==> src/rtl/kwdt_pkg.sv <==
package kwdt_pkg;
  localparam logic [15:0] KEY_START   = 16'hCCCC;
  localparam logic [15:0] KEY_REFRESH = 16'hAAAA;
  localparam logic [15:0] KEY_UNLOCK  = 16'h5555;
  localparam logic [15:0] KEY_LOCK    = 16'h0000;

  typedef enum logic [2:0] {
    A_KEY    = 3'd0,
    A_PRESC  = 3'd1,
    A_RELOAD = 3'd2,
    A_WINDOW = 3'd3,
    A_STATUS = 3'd4
  } reg_addr_e;

  localparam int unsigned N_CFG      = 3;
  localparam int unsigned CFG_PRESC  = 0;
  localparam int unsigned CFG_RELOAD = 1;
  localparam int unsigned CFG_WINDOW = 2;
endpackage

==> src/rtl/kwdt_key_ctrl.sv <==
module kwdt_key_ctrl import kwdt_pkg::*; #(
  parameter int unsigned DATA_W = 32
) (
  input  logic              clk_i,
  input  logic              rst_ni,
  input  logic              key_wr_i,
  input  logic [DATA_W-1:0] key_i,
  output logic              started_o,
  output logic              unlocked_o,
  output logic              start_o,
  output logic              refresh_o
);
  logic is_start, is_refresh, is_unlock, is_lock;
  logic started_q, unlocked_q;

  assign is_start   = key_wr_i && (key_i == DATA_W'(KEY_START));
  assign is_refresh = key_wr_i && (key_i == DATA_W'(KEY_REFRESH));
  assign is_unlock  = key_wr_i && (key_i == DATA_W'(KEY_UNLOCK));
  assign is_lock    = key_wr_i && (key_i == DATA_W'(KEY_LOCK));

  assign start_o    = is_start && !started_q;
  assign refresh_o  = is_refresh && started_q;
  assign started_o  = started_q;
  assign unlocked_o = unlocked_q;

  always_ff @(posedge clk_i or negedge rst_ni) begin
    if (!rst_ni) begin
      started_q  <= 1'b0;
      unlocked_q <= 1'b0;
    end else begin
      if (is_start) started_q <= 1'b1;
      if (is_unlock) unlocked_q <= 1'b1;
      else if (is_lock || is_refresh) unlocked_q <= 1'b0;
    end
  end
endmodule

==> src/rtl/kwdt_cfg_reg.sv <==
module kwdt_cfg_reg #(
  parameter int unsigned   W      = 12,
  parameter int unsigned   FW     = 12,
  parameter logic [W-1:0]  RST_V  = '1,
  parameter int unsigned   SETTLE = 4
) (
  input  logic         clk_i,
  input  logic         rst_ni,
  input  logic         wr_i,
  input  logic [W-1:0] data_i,
  output logic [W-1:0] val_o,
  output logic         pend_o
);
  localparam int unsigned  PW   = $clog2(SETTLE + 1);
  localparam logic [W-1:0] MASK = W'((64'd1 << FW) - 64'd1);

  logic [W-1:0]  shadow_q, val_q;
  logic [PW-1:0] pcnt_q;

  always_ff @(posedge clk_i or negedge rst_ni) begin
    if (!rst_ni) begin
      shadow_q <= RST_V;
      val_q    <= RST_V;
      pcnt_q   <= '0;
    end else if (wr_i) begin
      shadow_q <= data_i & MASK;
      pcnt_q   <= PW'(SETTLE);
    end else if (pcnt_q != '0) begin
      pcnt_q <= pcnt_q - 1'b1;
      if (pcnt_q == PW'(1)) val_q <= shadow_q;
    end
  end

  assign val_o  = val_q;
  assign pend_o = (pcnt_q != '0);
endmodule

==> src/rtl/kwdt_prescaler.sv <==
module kwdt_prescaler #(
  parameter int unsigned PRE_W    = 3,
  parameter int unsigned MAX_CODE = 6
) (
  input  logic             clk_i,
  input  logic             rst_ni,
  input  logic             run_i,
  input  logic             clr_i,
  input  logic [PRE_W-1:0] code_i,
  output logic             tick_o
);
  localparam int unsigned PCNT_W = MAX_CODE + 2;

  logic [PRE_W-1:0]  sel;
  logic [PCNT_W:0]   span;
  logic [PCNT_W-1:0] div_m1, pcnt_q;

  assign sel    = (code_i > PRE_W'(MAX_CODE)) ? PRE_W'(MAX_CODE) : code_i;
  assign span   = (PCNT_W+1)'(4) << sel;
  assign div_m1 = PCNT_W'(span - 1'b1);
  assign tick_o = run_i && !clr_i && (pcnt_q >= div_m1);

  always_ff @(posedge clk_i or negedge rst_ni) begin
    if (!rst_ni)                pcnt_q <= '0;
    else if (clr_i || !run_i)   pcnt_q <= '0;
    else if (tick_o)            pcnt_q <= '0;
    else                        pcnt_q <= pcnt_q + 1'b1;
  end
endmodule

==> src/rtl/kwdt_counter.sv <==
module kwdt_counter #(
  parameter int unsigned CNT_W = 12
) (
  input  logic             clk_i,
  input  logic             rst_ni,
  input  logic             load_i,
  input  logic             refresh_i,
  input  logic             tick_i,
  input  logic [CNT_W-1:0] reload_i,
  input  logic [CNT_W-1:0] window_i,
  output logic             wdt_rst_o
);
  logic [CNT_W-1:0] cnt_q;
  logic             viol, expire, rst_q;

  assign viol   = refresh_i && (window_i != '1) && (cnt_q > window_i);
  assign expire = tick_i && !load_i && (cnt_q == '0);

  always_ff @(posedge clk_i or negedge rst_ni) begin
    if (!rst_ni) begin
      cnt_q <= '1;
      rst_q <= 1'b0;
    end else begin
      rst_q <= viol || expire;
      if (load_i)      cnt_q <= reload_i;
      else if (tick_i) cnt_q <= (cnt_q == '0) ? reload_i : cnt_q - 1'b1;
    end
  end

  assign wdt_rst_o = rst_q;
endmodule

==> src/rtl/kwdt_top.sv <==
module kwdt_top import kwdt_pkg::*; #(
  parameter int unsigned DATA_W   = 32,
  parameter int unsigned CNT_W    = 12,
  parameter int unsigned PRE_W    = 3,
  parameter int unsigned MAX_CODE = 6,
  parameter int unsigned SETTLE   = 4
) (
  input  logic              clk_i,
  input  logic              rst_ni,
  input  logic              wr_en_i,
  input  logic [2:0]        wr_addr_i,
  input  logic [DATA_W-1:0] wr_data_i,
  input  logic [2:0]        rd_addr_i,
  output logic [DATA_W-1:0] rd_data_o,
  output logic              wdt_rst_o
);
  logic key_wr, started, unlocked, start_p, refresh_p, load, tick;
  logic [N_CFG-1:0][CNT_W-1:0] cfg_val;
  logic [N_CFG-1:0]            pend;

  assign key_wr = wr_en_i && (wr_addr_i == A_KEY);
  assign load   = start_p || refresh_p;

  kwdt_key_ctrl #(.DATA_W(DATA_W)) u_key (
    .clk_i      (clk_i),
    .rst_ni     (rst_ni),
    .key_wr_i   (key_wr),
    .key_i      (wr_data_i),
    .started_o  (started),
    .unlocked_o (unlocked),
    .start_o    (start_p),
    .refresh_o  (refresh_p)
  );

  for (genvar g = 0; g < N_CFG; g++) begin : g_cfg
    localparam logic [CNT_W-1:0] RST_V = (g == CFG_PRESC) ? '0 : '1;
    localparam int unsigned      FW    = (g == CFG_PRESC) ? PRE_W : CNT_W;
    localparam logic [2:0]       ADDR  = 3'(g + 1);
    logic wr_g;
    assign wr_g = wr_en_i && unlocked && (wr_addr_i == ADDR);
    kwdt_cfg_reg #(.W(CNT_W), .FW(FW), .RST_V(RST_V), .SETTLE(SETTLE)) u_reg (
      .clk_i  (clk_i),
      .rst_ni (rst_ni),
      .wr_i   (wr_g),
      .data_i (wr_data_i[CNT_W-1:0]),
      .val_o  (cfg_val[g]),
      .pend_o (pend[g])
    );
  end

  kwdt_prescaler #(.PRE_W(PRE_W), .MAX_CODE(MAX_CODE)) u_pre (
    .clk_i  (clk_i),
    .rst_ni (rst_ni),
    .run_i  (started),
    .clr_i  (load),
    .code_i (cfg_val[CFG_PRESC][PRE_W-1:0]),
    .tick_o (tick)
  );

  kwdt_counter #(.CNT_W(CNT_W)) u_cnt (
    .clk_i     (clk_i),
    .rst_ni    (rst_ni),
    .load_i    (load),
    .refresh_i (refresh_p),
    .tick_i    (tick),
    .reload_i  (cfg_val[CFG_RELOAD]),
    .window_i  (cfg_val[CFG_WINDOW]),
    .wdt_rst_o (wdt_rst_o)
  );

  always_comb begin
    rd_data_o = '0;
    case (rd_addr_i)
      A_PRESC:  rd_data_o = DATA_W'(cfg_val[CFG_PRESC]);
      A_RELOAD: rd_data_o = DATA_W'(cfg_val[CFG_RELOAD]);
      A_WINDOW: rd_data_o = DATA_W'(cfg_val[CFG_WINDOW]);
      A_STATUS: rd_data_o = DATA_W'(pend);
      default:  rd_data_o = '0;
    endcase
  end
endmodule

==> config.mk <==
export PLATFORM = sky130hd
export DESIGN_NAME = kwdt_top
export DESIGN_NICKNAME = d
export VERILOG_FILES = /design/src/rtl/kwdt_pkg.sv /design/src/rtl/kwdt_key_ctrl.sv /design/src/rtl/kwdt_cfg_reg.sv /design/src/rtl/kwdt_prescaler.sv /design/src/rtl/kwdt_counter.sv /design/src/rtl/kwdt_top.sv
export SDC_FILE = /design/constraint.sdc
export NUM_CORES = 1
export LEC_CHECK = 0
export ABC_AREA = 1
export BUFFER_PORTS_ARGS = -buffer_cell sky130_fd_sc_hd__buf_2
export CAP_MARGIN = 0
export CELL_PAD_IN_SITES_DETAIL_PLACEMENT = 1
export CELL_PAD_IN_SITES_GLOBAL_PLACEMENT = 2
export CORE_MARGIN = 5
export CORE_UTILIZATION = 34
export DETAILED_ROUTE_END_ITERATION = 10
export PLACE_DENSITY = 0.92
export SETUP_SLACK_MARGIN = 0.5
export SLEW_MARGIN = 30
export SYNTH_ARGS = -nofsm -noshare
export SYNTH_HDL_FRONTEND = slang
export SYNTH_HIERARCHICAL = 1
export SYNTH_SLANG_ARGS = --single-unit
==> constraint.sdc <==
create_clock -name clk_i -period 2.2 [get_ports clk_i]
set_clock_uncertainty 0.1 [all_clocks]
set_input_delay 0.11 -clock clk_i [delete_from_list [all_inputs] [get_ports clk_i]]
set_output_delay 0.11 -clock clk_i [all_outputs]
set_load 0.01 [all_outputs]
---- After elaboration in Yosys (flattened, before gate mapping) ----
Index checks and enable logic that the tools add are counted.
storage, ports and cells
  bits in registers ....................... 86
  bits in latches ......................... 0
  RAM bits ................................ 0
  memory bits (read-only) ................. 0
  input port bits ......................... 41
  output and inout port bits .............. 33
  word-level logic and storage cells ...... 93
  memories kept ........................... 0
cells by class
  add/subtract/negate cells ............... 6
  multiply operators ...................... 0
  divide/modulo/power cells ............... 0
  order comparisons ....................... 3
  equal/unequal tests ..................... 14
  shift operators ......................... 1
  muxes and demuxes ....................... 15
  bitwise logic cells ..................... 3
  reductions and logical operators ........ 37
operators by type and width
  cell                                                                      number
  32-bit by 16-bit equality test with 1-bit output (second input constant)  2
  12-bit case mux with 4 select lines                                       1
  12-bit 2-to-1 mux                                                         3
  32-bit by 15-bit equality test with 1-bit output (second input constant)  1
  32-bit logical NOT                                                        1
  3-bit 2-to-1 mux                                                          7
  1-bit logical AND                                                         17
  8-bit 2-to-1 mux                                                          2
  3-bit by 1-bit equality test with 1-bit output (second input constant)    5
  3-bit by 2-bit equality test with 1-bit output (second input constant)    4
  12-bit greater-than comparator                                            1
  12-bit logical NOT                                                        1
  12-bit inequality test (second input constant)                            1
  12-bit by 1-bit subtractor with 12-bit output (second input constant)     1
  2-bit nonzero test                                                        5
  3-bit AND reduction                                                       3
  3-bit nonzero test                                                        3
  3-bit by 1-bit subtractor with 3-bit output (second input constant)       3
  8-bit by 1-bit adder with 8-bit output (second input constant)            1
  8-bit greater-or-equal comparator                                         1
  3-bit by 3-bit << shifter with 8-bit output (first input constant)        1
  8-bit by 1-bit subtractor with 8-bit output (second input constant)       1
  1-bit logical OR                                                          4
  3-bit equality test (second input constant)                               1
  other kinds (5)                                                           9

---- Longest topological paths before layout ----
Gate-level depths: netlist of the first run.
  depth in word-level cells ............... 11
  mapped depth ............................ 18
  gate-level depth less buffers ........... 17

---- Modules after synthesis ----
The synthesis of the first run kept the hierarchy.
by module, submodules not included
  module                              times used  cells each  area each (µm²)  seq. area each (µm²)
  kwdt_cfg_reg at g_cfg[1].u_reg ...  2           128         1,191.1          705.7
  kwdt_counter                        1           215         1,353.8          340.3
  kwdt_prescaler                      1           73          605.6            200.2
  kwdt_top                            1           104         603.1            0.0
  kwdt_cfg_reg at g_cfg[0].u_reg      1           56          491.7            225.2
  kwdt_key_ctrl                       1           75          374.1            50.0

---- Worst setup path after synthesis of the first run ----
OpenSTA, ideal clock, no wires.
  path type ............................... input -> register
  start ................................... input port wr_addr_i[1]
  end ..................................... register u_cnt.cnt_q[7]
  library setup time ...................... 69 ps
  arrival ................................. 1,849 ps
  required time ........................... 2,031 ps
  slack ................................... 182 ps
  stages on the path ...................... 16
  path buffers ............................ 1
  cells stage by stage .................... inv_1 -> nand2_1 -> nor3_1 -> nand2_1 -> inv_1 -> nand4_1 -> nor2_1 -> nand2_1 -> nor2_1 -> or2_2 -> nor2_1 -> a21boi_1 -> nor2_1 -> clkbuf_1 -> nand2_1 -> o21ai_2
on the way
  longest elaborated chain between the ends .. 9
  elaborated cells on any way between the ends .. 12
  classes of those cells .................. mux: 1; reduce/logical: 11
RTL lines
  what                             line                  text
  start, declared                  kwdt_top.sv:11        input logic [2:0] wr_addr_i,
  3-bit logical NOT                kwdt_top.sv:21        assign key_wr = wr_en_i && (wr_addr_i == A_KEY);
  1-bit logical AND                kwdt_top.sv:21
  via key_wr                       kwdt_top.sv:17        logic key_wr, started, unlocked, start_p, refresh_p, load, tick;
  1-bit logical AND                kwdt_key_ctrl.sv:17   assign is_refresh = key_wr_i && (key_i == DATA_W'(KEY_REFRESH));
  1-bit logical AND                kwdt_key_ctrl.sv:22   assign refresh_o = is_refresh && started_q;
  via refresh_p                    kwdt_top.sv:17
  1-bit logical OR                 kwdt_top.sv:22        assign load = start_p || refresh_p;
  via load                         kwdt_top.sv:17
  1-bit logical NOT                kwdt_prescaler.sv:21  assign tick_o = run_i && !clr_i && (pcnt_q >= div_m1);
  1-bit logical AND (2 in series)  kwdt_prescaler.sv:21
  via tick                         kwdt_top.sv:17
  2-bit nonzero test (no line)     -
  end signal, assigned             kwdt_counter.sv:25    if (load_i) cnt_q <= reload_i;
  end signal, assigned             kwdt_counter.sv:26    else if (tick_i) cnt_q <= (cnt_q == '0) ? reload_i : cnt_q - 1'b1;
  end, declared                    kwdt_counter.sv:13    logic [CNT_W-1:0] cnt_q;
The timed path passes the listed nets, and every way through them passes these cells.
A chain may end at the register's enable or synchronous reset.

---- Worst setup path in the final report of the first run ----
  start ................................... register g_cfg[0].u_reg.val_q[2]
  end ..................................... register u_cnt.cnt_q[9]
on the way
  longest elaborated chain between the ends .. 7
RTL lines
  what                                           line                  text
  start, declared                                kwdt_cfg_reg.sv:17    logic [W-1:0] shadow_q, val_q;
  start signal, assigned                         kwdt_cfg_reg.sv:30    if (pcnt_q == PW'(1)) val_q <= shadow_q;
  3-bit greater-than comparator                  kwdt_prescaler.sv:18  assign sel = (code_i > PRE_W'(MAX_CODE)) ? PRE_W'(MAX_CODE) : code_i;
  3-bit 2-to-1 mux *                             kwdt_prescaler.sv:18
  3-bit by 3-bit << shifter with 8-bit output *  kwdt_prescaler.sv:19  assign span = (PCNT_W+1)'(4) << sel;
  8-bit by 1-bit subtractor with 8-bit output *  kwdt_prescaler.sv:20  assign div_m1 = PCNT_W'(span - 1'b1);
  8-bit greater-or-equal comparator *            kwdt_prescaler.sv:21
  1-bit logical AND *                            kwdt_prescaler.sv:21
  via tick                                       kwdt_top.sv:17
  2-bit nonzero test (no line) *                 -
The timed path passes the listed nets; every way through them passes the cells marked *.

==> results of run 1 <==
[what timing repair did]
item	CTS	global route
endpoints found under the setup margin	16	24
setup buffers	13	11
cloned	1	0
resized for setup	26	5
pin swaps	9	4
hold buffers	12	0
hold endpoints to repair	50	0
[worst max-delay path: stages (launching register included)]
cell and delay [ps]:
dfrtp_2 450, o21ai_1 100, ha_1 290, nand2_2 70
nor2_2 110, nand2_2 100, a21boi_4 180, nor2_4 70
buf_6 130, a21oi_1 130, nand2_1 70, nand2_1 70
[worst min-delay path by stage]
stage | startpoint | endpoint | slack (ps) | cells after the start
global placement | rst_ni | g_cfg[0].u_reg/pcnt_q[0] | 70 | 1
global route | wr_data_i[1] | g_cfg[0].u_reg/shadow_q[1] | 70 | 4
detailed placement | rst_ni | g_cfg[0].u_reg/pcnt_q[0] | 70 | 1
finish | wr_data_i[1] | g_cfg[1].u_reg/shadow_q[1] | 60 | 4
floorplan | rst_ni | g_cfg[0].u_reg/pcnt_q[0] | -290 | 0
CTS | wr_data_i[1] | g_cfg[1].u_reg/shadow_q[1] | 50 | 4
[power by group through the flow]
stage / clock network (W) / logic (W) / registers (W)
CTS: 0.00164 / 0.000407 / 0.00165
finish: 0.00159 / 0.000407 / 0.00166
detailed placement: 0 / 0.000384 / 0.00168
floorplan: 0 / 0.000269 / 0.00167
global route: 0.00171 / 0.000466 / 0.00166
global placement: 0 / 0.000381 / 0.00168
[layer usage]
metal  vias up  wire (um)
li1       2591          -
met2       102       8330
met5         -          0
met4         0        358
met3        25        545
met1      2451       7020
[sequential cells by signal, indices dropped and copies added (netlist names)]
signal                count
u_cnt/wdt_rst_o           1
u_cnt/cnt_q              12
u_key/started_o           1
u_pre/pcnt_q              8
g_cfg.u_reg/val_o        27
g_cfg.u_reg/shadow_q     27
g_cfg.u_reg/pcnt_q        9
u_key/unlocked_o          1
[placed cells by master (no fill, tap or decap), types with 3 or more instances in the layout]
master / instances
clkbuf_16: 9
nor3_2: 4
nor2_2: 16
nand3_1: 62
dlygate4sd3_1: 12
inv_2: 19
buf_2: 52
inv_1: 67
ha_4: 4
conb_1: 29
nand2_2: 7
nand3b_1: 3
buf_4: 34
nand2_1: 288
ha_1: 26
nand2_4: 6
nor2_1: 41
xor2_1: 3
o21ai_0: 4
dfrtp_1: 24
nand4_1: 34
inv_6: 3
nor2_4: 5
a21oi_1: 11
o21ai_1: 6
dfstp_2: 60
inv_4: 3
nor3_1: 9
[layout make-up]
type / instances / share of cell area
Multi-Input combinational cell: 580 / 0.445
Clock inverter: 7 / 0.0116
Timing Repair Buffer: 100 / 0.0966
Tap cell: 220 / 0.0399
Inverter: 90 / 0.0511
Sequential cell: 86 / 0.323
Clock buffer: 9 / 0.0326
[cells by family (layout without fill, tap and decap cells)]
| kind of cell | Yosys count | in the layout | synth area share |
|---|---|---|---|
| fa+ha+maj | 30 | 30 | 0.0646 |
| buf+inv | 140 | 206 | 0.129 |
| simple gates | 489 | 489 | 0.386 |
| other cells | 2 | 29 | 0.00129 |
| flops | 86 | 86 | 0.383 |
| compound gates | 28 | 28 | 0.0295 |
| xor+xnor | 4 | 4 | 0.00603 |
[stage by stage]
stage	area, sq um	setup slack, ps	power (W)	std cells
after floorplan	5970	333	0.00194	806
after global placement	6190	52.7	0.00206	1039
after detailed placement	6190	6.36	0.00206	1039
after CTS	6810	283	0.00370	1081
after global routing	6900	199	0.00383	1092
final	6900	271	0.00365	1092
==> summary.md, run 1 <==
| Metric | Value |
|---|---|
| Routed WL | 16,300 um |
| Flops & latches, synth | 86 |
| Area grow syn2layout | 18.8% |
| GRT Max-Usage Layer | met2 |
| Met1 Use GR | 0.204 |
| Routed Antenna Nets | 0 |
| Width of the chip | 141 um |
| Slew headroom | 0.579 |
| Clk root buf | clkbuf_16 |
| Antenna violations before repair | 0 |
| Top-count cell post-synth | nand2_1 |
| Clock share of power | 0.435 |
| Reg2reg start | g_cfg[0].u_reg/val_o[2] |
| Synth Flop Type | dfstp_2 |
| Distinct cell type count after synthesis | 43 |
| CTS Buffer Depth | 2 |
| Top post-synthesis cells by count | 292 x nand2_1, 75 x inv_1, 62 x nand3_1 |
| PortBufs | 53 |
| CP endpoint | u_cnt/cnt_q[9] |
| FP Rows | 47 |
| Final setup fails | 0 |
| DR vias/cell | approximately 4.7 |
| Die H | 141 um |
| Worst Reg-to-Reg Cells | 11 |
| Met2 usage | 0.303 |
| Power Internal | 0.00267 W |
| Nets | approximately 940 |
| Max Slew Vio Count | 0 |
| Sw Pwr | 0.000988 W |
| Final hold slack | 57.6 ps |
| Avg WL per Cell | 14.9 um |
| IO Count | 74 |
| Post-layout util | 0.413 |
| Core ar. | 16,700 sq um |
| Seq pwr share | 0.453 |
| Slew @ Worst Pin | 631 ps |
| Pin count of the biggest net entering global routing | 48 |
| Cell accounting for the most synthesized area | dfstp_2 |
| Syn avg cell area | 7.46 sq um |
| Clock sinks | 86 |
| Worst setup startpoint | g_cfg[0].u_reg/val_o[2] |
| Gpl congestion | 0.831 |
| VDD IR-drop max | roughly 0.32 mV |
| Crit path max fanout | 7 |
| Final Cycle Share | 0.877 |
| Area contributors post-synth | dfstp_2 27%, nand2_1 19%, dfrtp_1 11% |
| Die Area | ~20,000 sq um |
| Pre-antenna DRT Iters | 6 |
| Worst setup path category | reg -> reg |
| Mapped Cells | 779 |
| Area of the multi-input gates | 3070 sq um |
| Detailed Route Iter0 Violations | around 210 |
| Status | finished, final reports clean |
| Clk Latency, worst-skew pair | 350 ps |
| EDFF count, synth | 0 |
| Vias | around 5,200 |
| Nature of the critical path endpoint | flip-flop |
| Worst reg2reg setup slack | around 270 ps |
| Final hold vios | 0 |
| Combinational share of power | 0.111 |
| Tmin final | 1930 ps |
| Clock slew at reported path FFs | approximately 70 ps |
| Sequential share of the synthesized area | 0.383 |
| First-pass GRT wire length | 27,300 um |
| Pleak | ~3.4 nW |
| DR DRC count | 0 |
| Post-synth top area share | 0.271 |
| Syn. warnings | 6 |
| Switching part of the total | 0.270 |
| Asr flop ratio synth | 1.00 |
| CTS tree | built |
| # diodes | 0 |
| RSZ-0062 raised after global routing | yes |
| Worst Path Arrival | roughly 2100 ps |
| Share of cells above drive strength 1 | 0.283 |
| Vias in the first global route | 5,411 |
| GRT overflow | 0 |
| Peak Freq | 0.518 GHz |
| Setup TNS | 0 ps |
| Number of CTS-inserted buffers | 9 |
| Register Area | 2230 sq um |
| Max-cap check violation count | 0 |
| Worst path required time | around 2400 ps |
| Initial Util | 0.348 |
| Synthesized area | 5810 sq um |
| Startpoint Class | flip-flop |
| Met3 usage | 0.0261 |
| Gr usage total | 0.168 |
| Reg2reg end | u_cnt/cnt_q[9] |
| Worst Hold Class | in -> reg |
| HPWL after DPL | 12,200 um |
| Fill cell count | 2,127 |
| H-tree depth | 3 |
| P per Cell Area | 529 nW/um^2 |
Power figures use the tool's default switching activity.
==> run 2, diff against run 1 <==
Settings changed: SETUP_SLACK_MARGIN 0.5 to unset.
==> run 2 against run 1 <==
Critical path depth unchanged. Highest routed layer unchanged. Power down 1.3%. Sequential power about the same. Clock-buffer cell count unchanged. Non-clock buffer count down 22. Setup slack worse by 100 ps. Global-route usage down 0.79 points. Critical endpoint unchanged. Largest power group unchanged.
==> summary.md, run 2 (synthesis results as in run 1) <==
| Metric | Value |
|---|---|
| RSZ-0062 raised after global routing | no |
| Nature of the critical path endpoint | flip-flop |
| Most frequent cells in the layout | 292 x nand2_1, 74 x inv_1, 62 x nand3_1 |
| Fill cell count | about 2,100 |
| Core ar. | roughly 17,000 sq um |
| Final setup fails | 0 |
| H-tree depth | 3 |
| Area of the multi-input gates | around 3000 sq um |
| Met2 WL | between 7000 and 8000 um |
| DR DRC count | 0 |
| Worst Path Arrival | 2210 ps |
| Pin count of the biggest net entering global routing | between 60 and 70 |
| Initial Util | 0.348 |
| Gpl congestion | 0.813 |
| Reg2reg start | g_cfg[0].u_reg/val_o[1] |
| Worst path required time | between 2000 and 2500 ps |
| Gr usage total | 0.160 |
| # placed instances | 1,041 |
| Routed WL | around 15,000 um |
| Final hold slack | 64.2 ps |
| Startpoint Class | flip-flop |
| Number of CTS-inserted buffers | 9 |
| Tmin final | ~2000 ps |
| Metal-1 WL | 6960 um |
| Status | finished, final reports clean |
| PortBufs | 53 |
| Clock sinks | 86 |
| # diodes | 0 |
| Share of cells above drive strength 1 | 0.238 |
| Vias | 5,029 |
| Clk root buf | clkbuf_16 |
| Register Area | around 2200 sq um |
| Most common cell after layout, fill and taps aside | nand2_1 |
| CTS tree | built |
| First-pass GRT wire length | 26,200 um |
| Die H | 141 um |
| GRT overflow | 0 |
| Worst setup startpoint | g_cfg[0].u_reg/val_o[1] |
| Pleak | 3.25 nW |
| Area grow syn2layout | 13.8% |
| Final Cycle Share | 0.924 |
| Max Slew Vio Count | 0 |
| Width of the chip | 141 um |
| Vias in the first global route | 5,328 |
| Clk Latency, worst-skew pair | between 300 and 400 ps |
| Setup Fix Bufs, Post-CTS | 0 |
| HPWL after DPL | 12,200 um |
| WL met3 | 334 um |
| Max-cap check violation count | 0 |
| IO Count | 74 |
| CTS Buffer Depth | 2 |
| Peak Freq | 0.492 GHz |
| Finished Layout Cells | between 1,000 and 1,500 |
| Detailed Route Iter0 Violations | ~190 |
| Antenna violations before repair | 0 |
| Routed Antenna Nets | 0 |
| P per Cell Area | 545 nW/um^2 |
| Worst Reg-to-Reg Cells | 11 |
| Die Area | approximately 20,000 sq um |
| Avg WL per Cell | 14.5 um |
| FP Rows | 47 |
| DR vias/cell | 4.70 |
| Cells on Worst Hold Path | 4 |
| Worst setup path category | reg -> reg |
| Pre-antenna DRT Iters | 4 |
| Final hold vios | 0 |
| Clock slew at reported path FFs | 70 ps |
| Nets | 916 |
| Top sig layer | met4 |
| Crit path max fanout | 13 |
| Min-delay src | wr_data_i[1] |
| VDD IR-drop max | about 0.29 mV |
| Worst Hold Class | in -> reg |
==> run 2: cell types whose count changed in the layout (fill, tap and decap cells not counted), sizes merged <==
cell	delta
bufinv	-1
buf	-23
dlygate4sd3	+1
clkinvlp	-1
clkinv	+2
==> run 2: layer usage <==
| layer | vias up | track usage |
|---|---|---|
| met5 | - | 0 |
| met4 | 0 | 0.0551 |
| met1 | 2387 | 0.196 |
| li1 | 2553 | - |
| met2 | 74 | 0.293 |
| met3 | 15 | 0.0152 |
==> run 2: final timing paths <==
check / endpoint / slack, ps
max in group asynchronous: u_cnt/cnt_q[8] / 1450
hold reg to reg: g_cfg[2].u_reg/shadow_q[0] / 360
setup reg to reg: u_cnt/cnt_q[9] / 170
hold / removal: g_cfg[2].u_reg/shadow_q[1] / 60
setup / recovery: u_cnt/cnt_q[9] / 170
min in group asynchronous: g_cfg[0].u_reg/shadow_q[1] / 200
==> run 2: power breakdown <==
group | total [W] | switching (W) | internal [W] | leakage [nW]
Clock | 0.00154 | 0.000734 | 0.000808 | 0.149
Combinational | 0.000408 | 0.000262 | 0.000146 | 2.13
Sequential | 0.00165 | 0.0000324 | 0.00162 | 0.971
Total | 0.00360 | 0.00103 | 0.00258 | 3.25
==> run 2: critical path: stages, from the launching register on <==
cell	delay [ps]
dfrtp_2	460
o21ai_0	220
ha_1	280
nand2_2	90
inv_2	40
a21oi_4	190
a21boi_2	100
nor2_2	140
buf_6	170
a21oi_1	60
nand2_1	70
nand2_1	50
==> run 2: area by class of cell <==
type | instances | area share
Multi-Input combinational cell | 580 | 0.447
Clock buffer | 9 | 0.0341
Timing Repair Buffer | 78 | 0.0763
Tap cell | 220 | 0.0416
Inverter | 90 | 0.0518
Clock inverter | 7 | 0.0115
Sequential cell | 86 | 0.337
==> run 2: stage by stage <==
stage,setup WS (ps),setup TNS [ps],total power [W],utilization,cell area (sq um)
global route,6.34,0,0.00376,0.396,6610
floorplan,182,0,0.00193,-,5910
detailed placement,-48.1,-162,0.00207,0.369,6160
global placement,17.2,0,0.00206,0.369,6160
finish,168,0,0.00360,0.396,6610
CTS,38.8,0,0.00364,0.395,6600
==> run 2: what timing repair did <==
item / 4_1_cts / 5_1_grt
resized for setup: 1 / 6
hold buffers: 13 / 0
pin swaps: 0 / 0
hold endpoints to repair: 109 / 0
setup endpoints to repair: 1 / 12
==> run 3, diff against run 2 <==
Settings changed: PLACE_DENSITY 0.92 to unset, PLACE_DENSITY_LB_ADDON set to 0.12.
==> run 3 against run 2 <==
Worst hold slack got worse by 34 ps. Clock power about the same. Global-route usage increased by 1.2 points. Wire length increased by 6.4%. First-iteration DRC count increased by 5.7%. Largest cell class unchanged. Sequential power about the same. Design area increased by 0.85%.
==> summary.md, run 3 (synthesis results as in run 1) <==
| Metric | Value |
|---|---|
| DR DRC count | 0 |
| CTS tree | built |
| Min-delay src | wr_data_i[1] |
| First-pass GRT wire length | approximately 28,000 um |
| Worst path required time | 2380 ps |
| Post-DP Area | 6220 sq um |
| Worst reg2reg setup slack | 180 ps |
| CP Cell Sequence | o21ai_0, ha_1, nand2_2, inv_2, a21oi_4, a21boi_2, nor2_2, buf_6, a21oi_1, nand2_1, nand2_1 |
| FP Rows | 47 |
| Crit-path most repeated cell | nand2_1 |
| Reg2reg end | u_cnt/cnt_q[11] |
| Most common cell after layout, fill and taps aside | nand2_1 |
| Final Cycle Share | 0.917 |
| Final setup fails | 0 |
| Gr usage total | 0.172 |
| Most frequent cells in the layout | 292 x nand2_1, 74 x inv_1, 62 x nand3_1 |
| Vias in the first global route | 5,320 |
| Post-layout util | 0.399 |
| Max-cap check violation count | 0 |
| CTS Buffer Depth | 2 |
| Antenna violations before repair | 0 |
| Status | finished, final reports clean |
| IO Count | 74 |
| Worst Reg-to-Reg Cells | 11 |
| Critical Path Slowest Stage Cell | dfrtp_2 |
| Worst Hold Endpoint | u_key/unlocked_o |
| Width of the chip | 141 um |
| Clock slew at reported path FFs | 70 ps |
| Clock sinks | 86 |
| Number of CTS-inserted buffers | 9 |
| Detailed Route Iter0 Violations | approximately 200 |
| Area grow syn2layout | 14.8% |
| Max Slew Vio Count | 0 |
| GRT overflow | 0 |
| Clk Latency, worst-skew pair | between 300 and 400 ps |
| Initial Util | 0.348 |
| Nets | ~920 |
| Core ar. | 16,700 sq um |
| VDD IR-drop max | 0.411 mV |
| RSZ-0062 raised after global routing | no |
| Die H | 141 um |
| Cells on Worst Hold Path | 4 |
| Startpoint Class | flip-flop |
| DR vias/cell | between 4 and 5 |
| # diodes | 0 |
| Top Family by Delay on Critical Path | compound AO/OA/AOI/OAI gates |
| Pin count of the biggest net entering global routing | 34 |
| Worst Hold Class | in -> reg |
| Pre-antenna DRT Iters | 4 |
| Pleak | around 3.3 nW |
| Die Area | just under 20,000 sq um |
| Final hold slack | between 30 and 40 ps |
| Routed Antenna Nets | 0 |
| P per Cell Area | 545 nW/um^2 |
| Nature of the critical path endpoint | flip-flop |
| Setup TNS | 0 ps |
| Post-route cell area | 6670 sq um |
| Final hold vios | 0 |
| Peak Freq | around 0.50 GHz |
| Crit path max fanout | 13 |
| Vias | 5,047 |
| CP peak stage delay | 460 ps |
| H-tree depth | 3 |
| Clk root buf | clkbuf_16 |
| Worst Path Arrival | 2200 ps |
| Tmin final | 2020 ps |
| Reg2reg start | g_cfg[0].u_reg/val_o[1] |
| Share of cells above drive strength 1 | 0.245 |
| Routed WL | 16,500 um |
| PortBufs | between 50 and 60 |
| HPWL after DPL | between 10,000 and 15,000 um |
| Power Total | 0.00363 W |
| Worst setup path category | reg -> reg |
| Gpl congestion | 0.863 |
| Avg WL per Cell | 15.3 um |
| CP Buf/Inv Count | 2 |
==> run 3: tightest hold or removal path, stage by stage <==
cell	delay [ps]
buf_2	140
nor4_1	70
nand3b_1	70
nand2_1	50
==> run 3: per-layer routing <==
| layer | part of all wire | vias to the layer above | GRT usage |
|---|---|---|---|
| met5 | 0 | - | 0 |
| met4 | 0.017 | 0 | 0.0454 |
| met3 | 0.026 | 18 | 0.0261 |
| met2 | 0.50 | 75 | 0.299 |
| met1 | 0.46 | 2396 | 0.223 |
| li1 | - | 2558 | - |
==> run 3: what timing repair did <==
| action | 4_1_cts | 5_1_grt |
|---|---|---|
| endpoints found under the hold margin | 55 | 0 |
| hold buffers | 12 | 0 |
| setup endpoints to repair | 4 | 12 |
| resized for setup | 1 | 7 |
| buffers inserted | 0 | 0 |
==> run 3: stage by stage <==
step | instances | setup slack, ps
after global routing | 1077 | 8.68
after floorplan | 806 | 182
after CTS | 1077 | 13.3
final | 1077 | 182
after global placement | 1049 | -34.2
after detailed placement | 1049 | -212
==> run 3: how the worst max path moves through the flow <==
| stage | start | cells past startpoint | to |
|---|---|---|---|
| 2_1_floorplan | wr_addr_i[1] | 16 | u_cnt/cnt_q[7] |
| 3_3_place_gp | wr_addr_i[1] | 18 | u_cnt/cnt_q[2] |
| 5_1_grt | wr_addr_i[1] | 18 | u_cnt/cnt_q[11] |
| 6_report | g_cfg[0].u_reg/val_o[1] | 11 | u_cnt/cnt_q[11] |
| 3_5_place_dp | wr_addr_i[1] | 18 | u_cnt/cnt_q[2] |
| 4_1_cts | g_cfg[0].u_reg/val_o[2] | 11 | u_cnt/cnt_q[10] |
==> run 3: power breakdown <==
| group | total [W] | leakage (nW) | internal (W) | switching (W) |
|---|---|---|---|---|
| clock network | 0.00157 | 0.147 | 0.000899 | 0.000675 |
| logic | 0.000405 | 2.16 | 0.000149 | 0.000256 |
| registers | 0.00165 | 0.969 | 0.00162 | 0.0000321 |
==> run 3: area by class of cell <==
class / instances / area, sq um
fill: 2114 / 10000
multi-input combinational: 580 / 2960
sequential: 86 / 2230
timing repair buffer: 85 / 554
inverter: 90 / 343
tap: 220 / 275
clock buffer: 10 / 229
clock inverter: 6 / 77.6
